## src/rtl/brfe_pkg.sv

```systemverilog
`timescale 1ns/1ps
package brfe_pkg;

    localparam int ILEN   = 32;
    localparam int XLEN   = 32;
    localparam int PC_W   = 32;
    localparam int RIDX_W = 5;
    localparam int OP_W   = 6;
    localparam int OFF_W  = 16;

    localparam int OP_LSB = ILEN - OP_W;
    localparam int RS_LSB = OP_LSB - RIDX_W;
    localparam int RT_LSB = RS_LSB - RIDX_W;
    localparam int RD_LSB = RT_LSB - RIDX_W;

    localparam logic [OP_W-1:0] OP_ALU = 6'h00;
    localparam logic [OP_W-1:0] OP_BEQ = 6'h04;
    localparam logic [OP_W-1:0] OP_BNE = 6'h05;
    localparam logic [OP_W-1:0] OP_IMM = 6'h08;

    typedef enum logic [1:0] {
        MODE_FLUSH = 2'd0,
        MODE_DELAY = 2'd1,
        MODE_EXEC  = 2'd2
    } br_mode_e;

    typedef struct packed {
        logic             valid;
        logic [PC_W-1:0]  pc;
        logic [ILEN-1:0]  instr;
    } slot_t;

    typedef struct packed {
        logic             valid;
        logic [PC_W-1:0]  pc;
        logic [ILEN-1:0]  instr;
        logic             is_br;
        logic             taken;
        logic [PC_W-1:0]  target;
    } br_slot_t;

    typedef struct packed {
        logic [PC_W-1:0] pc;
        slot_t           ifid;
        br_slot_t        idex;
        slot_t           exmem;
        slot_t           memwb;
    } fe_state_t;

    // Destination register written by an instruction, zero when none.
    function automatic logic [RIDX_W-1:0] dest_reg(input logic [ILEN-1:0] instr);
        logic [OP_W-1:0] op;
        op = instr[OP_LSB +: OP_W];
        if (op == OP_ALU)      return instr[RD_LSB +: RIDX_W];
        else if (op == OP_IMM) return instr[RT_LSB +: RIDX_W];
        else                   return '0;
    endfunction

endpackage

```

## src/rtl/brfe_decode.sv

```systemverilog
`timescale 1ns/1ps
module brfe_decode
    import brfe_pkg::*;
(
    input  logic [ILEN-1:0]   instr,
    output logic              is_br,
    output logic              is_bne,
    output logic [RIDX_W-1:0] rs,
    output logic [RIDX_W-1:0] rt,
    output logic [OFF_W-1:0]  offset
);
    logic [OP_W-1:0] op;

    always_comb begin
        op     = instr[OP_LSB +: OP_W];
        is_br  = (op == OP_BEQ) || (op == OP_BNE);
        is_bne = (op == OP_BNE);
        rs     = instr[RS_LSB +: RIDX_W];
        rt     = instr[RT_LSB +: RIDX_W];
        offset = instr[OFF_W-1:0];
    end
endmodule

```

## src/rtl/brfe_cmp.sv

```systemverilog
`timescale 1ns/1ps
module brfe_cmp #(
    parameter int W = 32
) (
    input  logic [W-1:0] a,
    input  logic [W-1:0] b,
    input  logic         ne_sel,
    output logic         taken
);
    logic same;

    always_comb begin
        same  = ~|(a ^ b);
        taken = ne_sel ? ~same : same;
    end
endmodule

```

## src/rtl/brfe_target.sv

```systemverilog
`timescale 1ns/1ps
module brfe_target
    import brfe_pkg::*;
(
    input  logic [PC_W-1:0]  pc,
    input  logic [OFF_W-1:0] offset,
    output logic [PC_W-1:0]  target
);
    localparam int EXT_W = PC_W - OFF_W - 2;

    logic [PC_W-1:0] disp;

    always_comb begin
        disp   = {{EXT_W{offset[OFF_W-1]}}, offset, 2'b00};
        target = pc + PC_W'(4) + disp;
    end
endmodule

```

## src/rtl/brfe_top.sv

```systemverilog
`timescale 1ns/1ps
module brfe_top
    import brfe_pkg::*;
#(
    parameter logic [PC_W-1:0] RESET_PC = '0,
    parameter br_mode_e        BR_MODE  = MODE_FLUSH
) (
    input  logic              clk,
    input  logic              rst_n,
    output logic [PC_W-1:0]   imem_addr,
    input  logic [ILEN-1:0]   imem_data,
    output logic [RIDX_W-1:0] rs_idx,
    output logic [RIDX_W-1:0] rt_idx,
    input  logic [XLEN-1:0]   rs_val,
    input  logic [XLEN-1:0]   rt_val,
    output logic              squash,
    output logic              hold,
    output logic              ret_valid,
    output logic [PC_W-1:0]   ret_pc,
    output logic [ILEN-1:0]   ret_instr
);
    fe_state_t st_q, st_d;

    logic              id_br, id_bne, id_is_br, id_taken, raw_dep;
    logic [RIDX_W-1:0] id_rs, id_rt, ex_dst;
    logic [OFF_W-1:0]  id_off;
    logic [PC_W-1:0]   id_tgt;

    brfe_decode u_dec (
        .instr  (st_q.ifid.instr),
        .is_br  (id_br),
        .is_bne (id_bne),
        .rs     (id_rs),
        .rt     (id_rt),
        .offset (id_off)
    );

    brfe_cmp #(.W(XLEN)) u_cmp (
        .a      (rs_val),
        .b      (rt_val),
        .ne_sel (id_bne),
        .taken  (id_taken)
    );

    brfe_target u_tgt (
        .pc     (st_q.ifid.pc),
        .offset (id_off),
        .target (id_tgt)
    );

    always_comb begin
        id_is_br = st_q.ifid.valid && id_br;
        ex_dst   = dest_reg(st_q.idex.instr);
        raw_dep  = st_q.idex.valid && (ex_dst != '0)
                && ((ex_dst == id_rs) || (ex_dst == id_rt));
    end

    always_comb begin
        st_d   = st_q;
        squash = 1'b0;
        hold   = 1'b0;

        // straight-line advance
        st_d.pc          = st_q.pc + PC_W'(4);
        st_d.ifid.valid  = 1'b1;
        st_d.ifid.pc     = st_q.pc;
        st_d.ifid.instr  = imem_data;
        st_d.idex.valid  = st_q.ifid.valid;
        st_d.idex.pc     = st_q.ifid.pc;
        st_d.idex.instr  = st_q.ifid.instr;
        st_d.idex.is_br  = id_is_br;
        st_d.idex.taken  = id_taken;
        st_d.idex.target = id_tgt;
        st_d.exmem.valid = st_q.idex.valid;
        st_d.exmem.pc    = st_q.idex.pc;
        st_d.exmem.instr = st_q.idex.instr;
        st_d.memwb       = st_q.exmem;

        if (id_is_br && raw_dep) begin
            hold    = 1'b1;
            st_d.pc   = st_q.pc;
            st_d.ifid = st_q.ifid;
            st_d.idex = '0;
        end else if (id_is_br) begin
            case (BR_MODE)
                MODE_FLUSH: begin
                    if (id_taken) begin
                        st_d.pc   = id_tgt;
                        st_d.ifid = '0;
                        squash    = 1'b1;
                    end
                end
                MODE_DELAY: begin
                    if (id_taken) st_d.pc = id_tgt;
                end
                default: begin
                    st_d.pc   = st_q.pc;
                    st_d.ifid = '0;
                    squash    = 1'b1;
                end
            endcase
        end

        if ((BR_MODE == MODE_EXEC) && st_q.idex.valid && st_q.idex.is_br) begin
            st_d.pc   = st_q.idex.taken ? st_q.idex.target : st_q.pc;
            st_d.ifid = '0;
            squash    = 1'b1;
        end
    end

    always_ff @(posedge clk or negedge rst_n) begin
        if (!rst_n) begin
            st_q    <= '0;
            st_q.pc <= RESET_PC;
        end else begin
            st_q <= st_d;
        end
    end

    assign imem_addr = st_q.pc;
    assign rs_idx    = id_rs;
    assign rt_idx    = id_rt;
    assign ret_valid = st_q.memwb.valid;
    assign ret_pc    = st_q.memwb.pc;
    assign ret_instr = st_q.memwb.instr;

endmodule

```

## config.mk

```make
export PLATFORM = sky130hd
export DESIGN_NAME = brfe_top
export DESIGN_NICKNAME = d
export VERILOG_FILES = /design/src/rtl/brfe_pkg.sv /design/src/rtl/brfe_decode.sv /design/src/rtl/brfe_cmp.sv /design/src/rtl/brfe_target.sv /design/src/rtl/brfe_top.sv
export SDC_FILE = /design/constraint.sdc
export NUM_CORES = 1
export LEC_CHECK = 0
export BUFFER_PORTS_ARGS = -buffer_cell sky130_fd_sc_hd__clkbuf_2
export CAP_MARGIN = 20
export CORE_AREA = 2 2 150 152
export DETAILED_ROUTE_END_ITERATION = 12
export DIE_AREA = 0 0 152 154
export PLACE_DENSITY_LB_ADDON = 0.1
export SYNTH_ARGS = -nofsm -noshare
export SYNTH_HDL_FRONTEND = slang
export SYNTH_SLANG_ARGS = --single-unit
```

## constraint.sdc

```tcl
create_clock -name clk -period 6.9 [get_ports clk]
set_input_delay 0.345 -clock clk [delete_from_list [all_inputs] [get_ports clk]]
set_output_delay 0.345 -clock clk [all_outputs]
set_load 0.01 [all_outputs]
```

### After elaboration in Yosys (flattened, before gate mapping)

Index checks and enable logic that the tools add are counted.

* $add $sub $neg: 3
* multiply operators: 0
* divide/modulo/power cells: 0
* $lt $le $gt $ge: 0
* eq/ne operators: 5
* shift-type cells: 0
* multiplexer cells: 10
* bitwise operators: 1
* reductions and logical operators: 10

Operator list (number)
* $mux W97: 2
* $mux W99: 1
* $add A32 B3 Y32 const B: 2
* $add A32 B32 Y32: 1
* $reduce_or A32 Y1: 1
* $xor A32 B32 Y32: 1
* $eq A6 B3 Y1 const B: 2
* $eq A5 B5 Y1: 2
* $mux W5: 2
* $eq A6 B4 Y1 const B: 1
* $logic_not A6 Y1: 1
* $mux W1: 5
* $reduce_bool A5 Y1: 1
* $logic_and A1 B1 Y1: 4
* $logic_or A1 B1 Y1: 2
* $logic_not A1 Y1: 1

* bits in registers: 292
* latch bits: 0
* bits in writable memories: 0
* ROM bits: 0
* input bits: 98
* output and inout port bits: 109
* logic and storage cells: 42
* memories: 0

### Longest topological paths before layout

Gate-level depths: netlist of the first run.

* depth in word-level cells: 8
* mapped depth: 14
* mapped depth without buffers: 14

### Hierarchy

Synthesis of the first run repeated with hierarchy kept, for this count alone.

* cells, all modules: 1243
* area, all modules: 13569.3 um2

Modules (own cells, without submodules)
* brfe_top: times used 1, cells each 932, area each 11110.7 um2, seq. area each 7307.0 um2
* brfe_target: times used 1, cells each 238, area each 1881.8 um2, seq. area each 0.0 um2
* brfe_cmp: times used 1, cells each 44, area each 355.3 um2, seq. area each 0.0 um2
* brfe_decode: times used 1, cells each 29, area each 221.5 um2, seq. area each 0.0 um2

### Worst setup path before layout of the first run

OpenSTA, ideal clock, no wires.

* path kind: register to register
* from: register, netlist name st_q[264]
* to: register st_q (netlist bit imem_addr[27])
* setup time: 136 ps
* arrival time: 2869 ps
* data required time: 6764 ps
* setup slack: 3896 ps
* stages on the path, launching flop included: 13
* path buffers: 0
* clock period less this slack: 3004 ps
* cells stage by stage: dfrtp_1 -> ha_1 -> ha_1 -> fa_1 -> a21o_1 -> a221oi_1 -> a21oi_1 -> o211ai_1 -> nand2_1 -> a21boi_0 -> xnor2_1 -> nor4_1 -> a211oi_2

* cells in the longest elaborated chain, start to end: 4

RTL lines
* $add A32 B3 Y32: line brfe_target.sv:15 `target = pc + PC_W'(4) + disp;`
* $add A32 B32 Y32: line brfe_target.sv:15
* $mux W97: line brfe_top.sv:87 `if (id_taken) begin`
* $mux W97: line brfe_top.sv:84 `end else if (id_is_br) begin`
* to (signal assigned): line brfe_top.sv:116 `st_q <= st_d;`
* to (decl): line brfe_top.sv:22 `fe_state_t st_q, st_d;`

No other way between the ends.
A chain may end at the register's enable or synchronous reset.

### Final worst setup path of the first run

* from: register st_q (netlist bit st_d[94])
* to: output hold

* cells in the longest elaborated chain, start to end: 8
* elaborated cells on any way between the ends: 12
* those cells by class: eq/ne: 3; mux: 3; reduce/logical: 6

RTL lines
* $eq A6 B4 Y1: line brfe_pkg.sv:55 `else if (op == OP_IMM) return instr[RT_LSB +: RIDX_W];`
* $mux W5: line brfe_pkg.sv:55
* $mux W5 *: line brfe_pkg.sv:54 `if (op == OP_ALU) return instr[RD_LSB +: RIDX_W];`
* $eq A5 B5 Y1 / $reduce_bool A5 Y1 (equally long branches): line brfe_top.sv:55, brfe_top.sv:54
* $logic_or A1 B1 Y1 / $logic_and A1 B1 Y1 (equally long branches): line brfe_top.sv:55, brfe_top.sv:54
* $logic_and A1 B1 Y1 *: line brfe_top.sv:55 `&& ((ex_dst == id_rs) || (ex_dst == id_rt));`
* $logic_and A1 B1 Y1 *: line brfe_top.sv:79 `if (id_is_br && raw_dep) begin`
* $mux W1 *: line brfe_top.sv:79
* to (decl): line brfe_top.sv:17 `output logic hold,`

Mark *: on every way between the ends. The rest lies on a longest branch, timed or not.

==> flow_metrics.env, run 1 <==
export IMPL_status="complete, no violations"
export IMPL_htree_num_levels=1
export IMPL_ir_drop_v=0.000180
export IMPL_end_kind="primary output"
export IMPL_startpoint_type="register"
export IMPL_path_max_fanout=81
export IMPL_wl_per_cell_um=17.1
export IMPL_drive_above_1_share_pct=21.5
export IMPL_root_buffer="clkbuf_16"
export IMPL_register_area_um2=7310
export IMPL_grt_pass1_wl_um=43700
export IMPL_synth_area_leaders="dfrtp_1, buf_4, ha_1"
export IMPL_grt_total_usage_pct=23.0
export IMPL_required_ns=6.55
export IMPL_syn_area_um2=12900
export IMPL_final_area_um2=14300
export IMPL_worst_path_max_delay_cell="dfrtp_1"
export IMPL_cp_cell_sequence="mux2i_2 > a211oi_1 > o311ai_1 > a22oi_1 > or3_4 > clkinv_4 > clkbuf_2"
export IMPL_synthArstFlopShare_pct=100
export IMPL_setup_tns_ns=0
export IMPL_hold_buffers=1
export IMPL_slew_violations=0
export IMPL_post_route_min_period_ns=4.28
export IMPL_die_w_um=152
export IMPL_start_util_pct=59.5
export IMPL_multiInputGateArea_um2=4500
export IMPL_synth_warnings=0
export IMPL_post_cts_setup_buffers=0
export IMPL_rows=54
export IMPL_yosysMostFrequentCell="dfrtp_1"
export IMPL_detail_route_vias_per_cell=5.49
export IMPL_whs_ns=0.0230
export IMPL_ys_seq_elements=292
export IMPL_critPathMaxStageDelay_ns=0.67
export IMPL_cts_buffers=29
export IMPL_finalHoldViolCount=0
export IMPL_route_detailed_drc=0
export IMPL_ys_types=63
export IMPL_fmax_ghz=0.234
export IMPL_cts_resized=0
export IMPL_worst_pin_slew_ns=0.947
export IMPL_synthToLayoutAreaGrowth_pct=10.8
export IMPL_max_clock_path_buffers=3
export IMPL_grt_pass1_vias=8515
export IMPL_synth_fp_nets=1323
export IMPL_synth_compound_area_share_pct=8.98
export IMPL_dpl_instance_area_um2=13300
export IMPL_yosys_area_share_simple_pct=14.9
export IMPL_clkSinkCount=292
export IMPL_yosysSeqAreaShare_pct=56.6
export IMPL_syn_area_per_cell_um2=11.1
export IMPL_antenna_found_initial=0
export IMPL_rsz0062_at_grt="false"
export IMPL_path_class="register to primary output"
export IMPL_hp_class="input pin to register"
export IMPL_clkTransAtPathRegs_ns=0.06
export IMPL_cts_tree="done"
export IMPL_insertion_delay_ns=0.54
export IMPL_cp_arrival_ns=3.93
export IMPL_numPortBuffers=206
export IMPL_pin_count=207
export IMPL_max_slew_margin_pct=36.8
export IMPL_dieArea_um2=23400
export IMPL_dr_pass1_iters=5
export IMPL_grt_max_degree=102
export IMPL_yosys_top_cells_count="dfrtp_1, nand2_1, buf_4"
export IMPL_core_um2=21700
export IMPL_synthMuxAreaShare_pct=0.766
export IMPL_die_h_um=154
export IMPL_grt_overflow=0
export IMPL_synth_top_area_share_pct=56.6
export IMPL_fin_nets=1417
export IMPL_setup_viol=0
export IMPL_maxCapViolations=0
export IMPL_gp_congestion=0.842
export IMPL_power_leakage_uw=0.00707
export IMPL_synthXorXnorAreaFrac_pct=4.41
export IMPL_drt_first_iter_violations=467
export IMPL_synth_edff_count=0
export IMPL_fin_skew_ns=0.0146
export IMPL_synth_adder_area_share_pct=5.78
export IMPL_insertedDiodeCount=0
export IMPL_dpl_hpwl_um=18300
export IMPL_power_density_nw_per_um2=288
export IMPL_synthFlopType="dfrtp_1"
export IMPL_ant_nets=0
export IMPL_dr_total_vias=8580
export IMPL_fillers=1693
export IMPL_period_share_pct=62.0
export IMPL_synth_top_family_by_area="simple AND/OR/NAND/NOR gates"
export IMPL_synthCells=1166
export IMPL_synth_largest_area_cell="dfrtp_1"
export IMPL_wl_um=26700
[registers in the layout, summed over array words and instances (netlist names)]
signal / flops
ret_instr: 32
imem_addr: 32
ret_pc: 32
st_q: 65
ret_valid: 1
st_d: 130
[power by group]
part	total, uW	internal [uW]	switching [uW]
combinational	587	262	326
sequential	1970	1860	106
clock	1550	911	642
[critical path: cells and delay by family, from the launching register on]
family,cells,cell delay [ns]
buf+inv,2,0.77
mux,1,0.47
simple gates,1,0.61
compound gates,3,0.79
flops,1,0.67
[stage by stage]
step | setup slack (ns) | utilization, % | instances | power, uW
6_report | 2.62 | 65.9 | 1562 | 4110
5_1_grt | 2.35 | 65.9 | 1562 | 4310
4_1_cts | 2.63 | 65.8 | 1561 | 4140
3_5_place_dp | 3.13 | 61.3 | 1507 | 2580
3_3_place_gp | 3.19 | 61.3 | 1507 | 2570
2_1_floorplan | 3.90 | - | 1166 | 2420
[layout by cell type (no fill, tap or decap), types with 5 or more instances in the layout]
cell,instances
dfrtp_1,292
clkbuf_2,205
nand2_1,158
nand3_1,68
a21oi_1,67
and2_1,64
ha_1,58
xnor2_1,50
nor2_1,37
o21ai_0,31
clkbuf_16,29
nand4_1,19
xor2_1,15
and3_1,15
inv_1,12
a21o_1,11
o22ai_1,10
nor4_1,7
clkinv_2,7
a211oi_1,6
o31ai_1,6
o21bai_1,6
clkbuf_8,6
buf_4,6
o21ai_1,5
o211ai_1,5
o21a_1,5
[kinds of logic (layout without fill, tap and decap cells)]
kind of cell | count (synthesis) | after routing
adders and majority gates | 59 | 59
and+or+nand+nor | 393 | 393
AOI/OAI and AO/OA | 185 | 185
muxes | 8 | 8
buffers and inverters | 164 | 280
xor gates and xnor gates | 65 | 65
DFF | 292 | 292
[layout make-up]
| cell class | count | area share (%) |
|---|---|---|
| clock buffer | 39 | 5.76 |
| clock inverter | 14 | 0.945 |
| inverter | 13 | 0.376 |
| multi-input combinational | 710 | 31.5 |
| sequential | 292 | 51.1 |
| tap | 280 | 2.45 |
| timing repair buffer | 214 | 7.86 |
[worst paths after layout]
path	startpoint	to	slack [ns]	cells past startpoint
min in group asynchronous	rst_n	ret_instr[23]	0.41	2
max in group asynchronous	rst_n	imem_addr[7]	5.22	3
setup / recovery	st_d[94]	hold	2.62	7
hold reg to reg	st_d[11]	ret_instr[11]	0.34	0
setup reg to reg	st_d[92]	imem_addr[14]	3.12	9
hold / removal	imem_data[8]	st_q[237]	0.02	3
[per-layer routing]
metal	GRT usage, %	part of all wire, %	vias up
li1	-	-	4074
met1	32.5	44	4148
met2	37.5	48	313
met3	3.58	6.2	45
met4	6.41	2.3	0
met5	0	0	-
Power figures use the tool's default switching activity.
==> inputs of run 2 (changes only) <==
CORE_AREA = 2 2 163 165   (was 2 2 150 152)
DIE_AREA = 0 0 165 167   (was 0 0 152 154)
clock period = 3.9 ns   (was 6.9 ns; I/O delays follow)
==> flow_metrics.env, run 2 (synthesis gave the netlist of run 1 again) <==
export IMPL_antenna_found_initial=0
export IMPL_max_clock_path_buffers=3
export IMPL_status="complete, no violations"
export IMPL_required_ns=3.70
export IMPL_path_max_fanout=45
export IMPL_max_slew_margin_pct=51.5
export IMPL_worst_pin_slew_ns=0.725
export IMPL_slew_violations=0
export IMPL_grt_pass1_wl_um=44600
export IMPL_rr_worst_depth=12
export IMPL_p_comb_share_pct=13.8
export IMPL_r2r_start="st_q[264]"
export IMPL_ir_drop_v=0.000333
export IMPL_rows=59
export IMPL_dpl_hpwl_um=18500
export IMPL_dr_total_vias=8554
export IMPL_drt_first_iter_violations=612
export IMPL_numPortBuffers=206
export IMPL_wl_per_cell_um=16.3
export IMPL_dr_pass1_iters=5
export IMPL_die_w_um=165
export IMPL_final_common_cell="dfrtp_1"
export IMPL_route_detailed_drc=0
export IMPL_clkSinkCount=292
export IMPL_startpoint_type="register"
export IMPL_htree_num_levels=1
export IMPL_power_leakage_uw=0.00734
export IMPL_rsz0062_at_grt="false"
export IMPL_setup_viol=0
export IMPL_period_share_pct=94.0
export IMPL_register_area_um2=7310
export IMPL_die_h_um=167
export IMPL_rrSetupSlack_ns=0.42
export IMPL_largest_reg_flops=130
export IMPL_clkTransAtPathRegs_ns=0.06
export IMPL_core_um2=25800
export IMPL_worstSetupStartpoint="st_d[92]"
export IMPL_ant_nets=0
export IMPL_gp_congestion=0.864
export IMPL_crit_end="hold"
export IMPL_end_kind="primary output"
export IMPL_cp_arrival_ns=3.47
export IMPL_p_sw_share_pct=24.7
export IMPL_finalHoldViolCount=0
export IMPL_fillers=2191
export IMPL_r2r_end="imem_addr[27]"
export IMPL_fin_nets=1455
export IMPL_internal_power_uw=5940
export IMPL_multiInputGateArea_um2=4500
export IMPL_p_seq_share_pct=44.0
export IMPL_grt_total_usage_pct=20.2
export IMPL_grt_max_degree=151
export IMPL_pin_count=207
export IMPL_switchingPower_uw=1950
export IMPL_fmax_ghz=0.273
export IMPL_power_density_nw_per_um2=527
export IMPL_insertedDiodeCount=0
export IMPL_start_util_pct=50.1
export IMPL_wl_um=27000
export IMPL_hp_class="input pin to asynchronous set/reset pin"
export IMPL_root_buffer="clkbuf_16"
export IMPL_final_cell_mix="dfrtp_1, clkbuf_2, nand2_1, nand3_1, a21oi_1"
export IMPL_cts_buffers=30
export IMPL_cts_tree="done"
export IMPL_fin_skew_ns=0.0181
export IMPL_detail_route_vias_per_cell=5.16
export IMPL_synthToLayoutAreaGrowth_pct=16.1
export IMPL_insertion_delay_ns=0.55
export IMPL_share_clk_of_total_power_pct=42.2
export IMPL_drive_above_1_share_pct=21.6
export IMPL_setup_tns_ns=0
export IMPL_fin_ws_ns=0.233
export IMPL_grt_overflow=0
export IMPL_post_route_min_period_ns=3.67
export IMPL_maxCapViolations=0
export IMPL_path_class="register to primary output"
export IMPL_grt_pass1_vias=8641
export IMPL_dieArea_um2=27600
export IMPL_dp_slack_ns=0.468
## run 2: changes by cell type in the layout (fill, tap and decap cells not counted), moves of 2 or more
cell           previous run  this run
buf_4                     6         9
bufinv_16                 2        10
clkinv_2                  7         3
buf_12                    0         3
dlygate4sd3_1             1        33
clkbuf_8                  6         4
## run 2: stage by stage
step | hold WS [ns] | utilization, % | area, um^2 | power (uW) | instances
6_report | 0.196 | 58.1 | 15000 | 7890 | 1657
5_1_grt | 0.259 | 58.1 | 15000 | 8280 | 1657
4_1_cts | 0.221 | 58.1 | 15000 | 7990 | 1657
3_5_place_dp | 0.198 | 52.2 | 13400 | 4590 | 1568
3_3_place_gp | 0.204 | 52.2 | 13400 | 4580 | 1568
2_1_floorplan | -0.101 | - | 12900 | 4280 | 1166
## run 2: area by class of cell
| cell class | instances | share of cell area [%] |
|---|---|---|
| sequential | 292 | 48.8 |
| multi-input combinational | 710 | 30.1 |
| timing repair buffer | 251 | 10.0 |
| clock buffer | 38 | 5.48 |
| tap | 335 | 2.80 |
| clock inverter | 18 | 2.44 |
| inverter | 13 | 0.384 |
## run 2: what timing repair did
action,in CTS,in global routing
hold buffers,33,0
endpoints found under the setup margin,0,1
hold endpoints to repair,108,0
gates resized for setup,0,3
buffers inserted,0,0
## run 2: worst max-delay path, stage by stage, from the launching register on
cell,delay [ns]
dfrtp_1,0.37
or4_1,0.73
nor3_2,0.30
xor2_1,0.10
a31oi_1,0.33
a22oi_1,0.13
or3_4,0.43
clkinv_4,0.31
clkbuf_2,0.22
## run 2: power groups by stage
| stage | logic, uW | registers, uW | clock network, uW |
|---|---|---|---|
| floorplan | 816 | 3460 | 0 |
| global placement | 1060 | 3520 | 0 |
| detailed placement | 1060 | 3530 | 0 |
| CTS | 1100 | 3470 | 3410 |
| global route | 1220 | 3510 | 3550 |
| finish | 1090 | 3470 | 3330 |
## run 2: per-layer routing
layer | wire (um) | vias to the layer above | GRT usage, %
li1 | - | 4149 | -
met1 | 12800 | 4128 | 29.5
met2 | 12400 | 242 | 32.0
met3 | 1310 | 35 | 2.69
met4 | 482 | 0 | 4.91
met5 | 0 | - | 0
## run 2: worst min path at each step
| stage | startpoint | end | slack, ns | cells past startpoint |
|---|---|---|---|---|
| 2_1_floorplan | rst_n | imem_addr[0] | -0.10 | 0 |
| 3_3_place_gp | rst_n | ret_instr[30] | 0.20 | 1 |
| 3_5_place_dp | rst_n | ret_instr[30] | 0.20 | 1 |
| 4_1_cts | rst_n | ret_instr[30] | 0.22 | 2 |
| 5_1_grt | rst_n | ret_instr[30] | 0.26 | 2 |
| 6_report | rst_n | ret_instr[30] | 0.20 | 2 |
==> inputs of run 3 (changes only) <==
CORE_AREA = 2 2 154 156   (was 2 2 163 165)
DIE_AREA = 0 0 156 158   (was 0 0 165 167)
SETUP_SLACK_MARGIN = 0.02   (was default)
SLEW_MARGIN = 20   (was default)
clock period = 4.1 ns   (was 3.9 ns; I/O delays follow)
==> flow_metrics.env, run 3 (synthesis gave the netlist of run 1 again) <==
export IMPL_path_class="register to primary output"
export IMPL_dieArea_um2=24600
export IMPL_antenna_found_initial=0
export IMPL_grt_max_degree=117
export IMPL_drive_above_1_share_pct=21.2
export IMPL_power_leakage_uw=0.00721
export IMPL_route_detailed_drc=0
export IMPL_drt_first_iter_violations=450
export IMPL_maxCapViolations=0
export IMPL_finalHoldViolCount=0
export IMPL_routed_top_layer="met4"
export IMPL_setup_tns_ns=0
export IMPL_share_clk_of_total_power_pct=36.4
export IMPL_ant_nets=0
export IMPL_path_max_fanout=69
export IMPL_required_ns=3.89
export IMPL_clkTransAtPathRegs_ns=0.06
export IMPL_wl_met3_um=1550
export IMPL_insertedDiodeCount=0
export IMPL_hp_class="input pin to asynchronous set/reset pin"
export IMPL_switchingPower_uw=1850
export IMPL_wl_met2_um=12400
export IMPL_post_route_min_period_ns=3.84
export IMPL_rrSetupSlack_ns=0.70
export IMPL_max_clock_path_buffers=3
export IMPL_insertion_delay_ns=0.54
export IMPL_worstSetupStartpoint="st_d[92]"
export IMPL_core_um2=23100
export IMPL_grt_pass1_vias=8335
export IMPL_r2r_end="imem_addr[21]"
export IMPL_dr_pass1_iters=5
export IMPL_final_common_cell="dfrtp_1"
export IMPL_dpl_instance_area_um2=13400
export IMPL_fin_skew_ns=0.0140
export IMPL_start_util_pct=56.0
export IMPL_p_comb_share_pct=15.1
export IMPL_die_h_um=158
export IMPL_final_cell_mix="dfrtp_1, clkbuf_2, nand2_1, nand3_1, a21oi_1"
export IMPL_grt_total_usage_pct=22.2
export IMPL_cts_buffers=29
export IMPL_htree_num_levels=1
export IMPL_status="complete, no violations"
export IMPL_grt_pass1_wl_um=43400
export IMPL_gp_congestion=0.829
export IMPL_power_density_nw_per_um2=467
export IMPL_final_area_um2=14600
export IMPL_cp_arrival_ns=3.63
export IMPL_root_buffer="clkbuf_16"
export IMPL_fmax_ghz=0.261
export IMPL_end_kind="primary output"
export IMPL_wl_um=26800
export IMPL_worst_pin_slew_ns=0.909
export IMPL_period_share_pct=93.5
export IMPL_cts_tree="done"
export IMPL_setup_viol=0
export IMPL_startpoint_type="register"
export IMPL_rows=56
export IMPL_synthToLayoutAreaGrowth_pct=13.3
export IMPL_largest_reg_flops=130
export IMPL_die_w_um=156
export IMPL_max_slew_margin_pct=39.4
export IMPL_grt_overflow=0
export IMPL_wl_per_cell_um=16.7
export IMPL_dr_total_vias=8507
export IMPL_met1_length_um=12300
export IMPL_detail_route_vias_per_cell=5.30
export IMPL_fin_nets=1451
export IMPL_slew_violations=0
export IMPL_internal_power_uw=4970
export IMPL_p_sw_share_pct=27.1
export IMPL_r2r_start="st_q[264]"
export IMPL_rr_worst_depth=12
export IMPL_clkSinkCount=292
export IMPL_p_seq_share_pct=48.6
export IMPL_rsz0062_at_grt="false"
export IMPL_pin_count=207
export IMPL_numPortBuffers=206
export IMPL_dpl_hpwl_um=18500
export IMPL_ir_drop_v=0.000280
## run 3: how the worst max path moves through the flow
stage	end	slack [ns]	cells past startpoint
after CTS	hold	0.25	8
after detailed placement	imem_addr[27]	0.71	12
after floorplan	imem_addr[27]	1.10	12
after global routing	hold	0.08	8
after global placement	imem_addr[27]	0.79	12
final	hold	0.26	8
## run 3: what timing repair did
| item | 4_1_cts | 5_1_grt |
|---|---|---|
| endpoints found under the setup margin | 0 | 0 |
| hold endpoints to repair | 146 | 0 |
| gates resized for setup | 0 | 0 |
| setup buffers | 0 | 0 |
| hold buffers | 33 | 0 |
## run 3: metal layers
layer  vias to the layer above  track usage, %
met5                         -               0
met4                         0            5.59
met3                        33            3.23
met2                       274            36.5
met1                      4047            31.4
li1                       4153               -
## run 3: final cells by class
type	instances	area, um^2
fillers	1820	8440
flip-flops and latches	292	7310
multi-input cells	710	4500
repair buffers	248	1490
clock buffers	35	788
well taps	290	363
clock inverters	18	115
inverters	13	53.8
## run 3: power groups by stage
stage	clock, uW	sequential, uW	combinational (uW)
after global routing	2660	3350	1160
after global placement	0	3360	994
after floorplan	0	3290	776
after CTS	2540	3310	1030
final	2480	3310	1030
after detailed placement	0	3370	996
## run 3: through the flow
stage | hold slack, ns | power, uW | util [%] | instances | worst slack, ns
2_1_floorplan | -0.0906 | 4070 | - | 1166 | 1.10
5_1_grt | 0.351 | 7170 | 63.4 | 1606 | 0.0757
3_3_place_gp | 0.332 | 4350 | 58.1 | 1520 | 0.788
3_5_place_dp | 0.335 | 4360 | 58.1 | 1520 | 0.713
4_1_cts | 0.341 | 6890 | 63.4 | 1606 | 0.246
6_report | 0.300 | 6820 | 63.4 | 1606 | 0.265
## run 3: critical path: stages, from the launching register on
cell	delay (ns)
dfrtp_1	0.37
or4_1	0.72
nor3_2	0.30
xor2_1	0.11
a31oi_1	0.32
a22oi_1	0.12
or3_4	0.47
clkinv_4	0.42
clkbuf_2	0.23
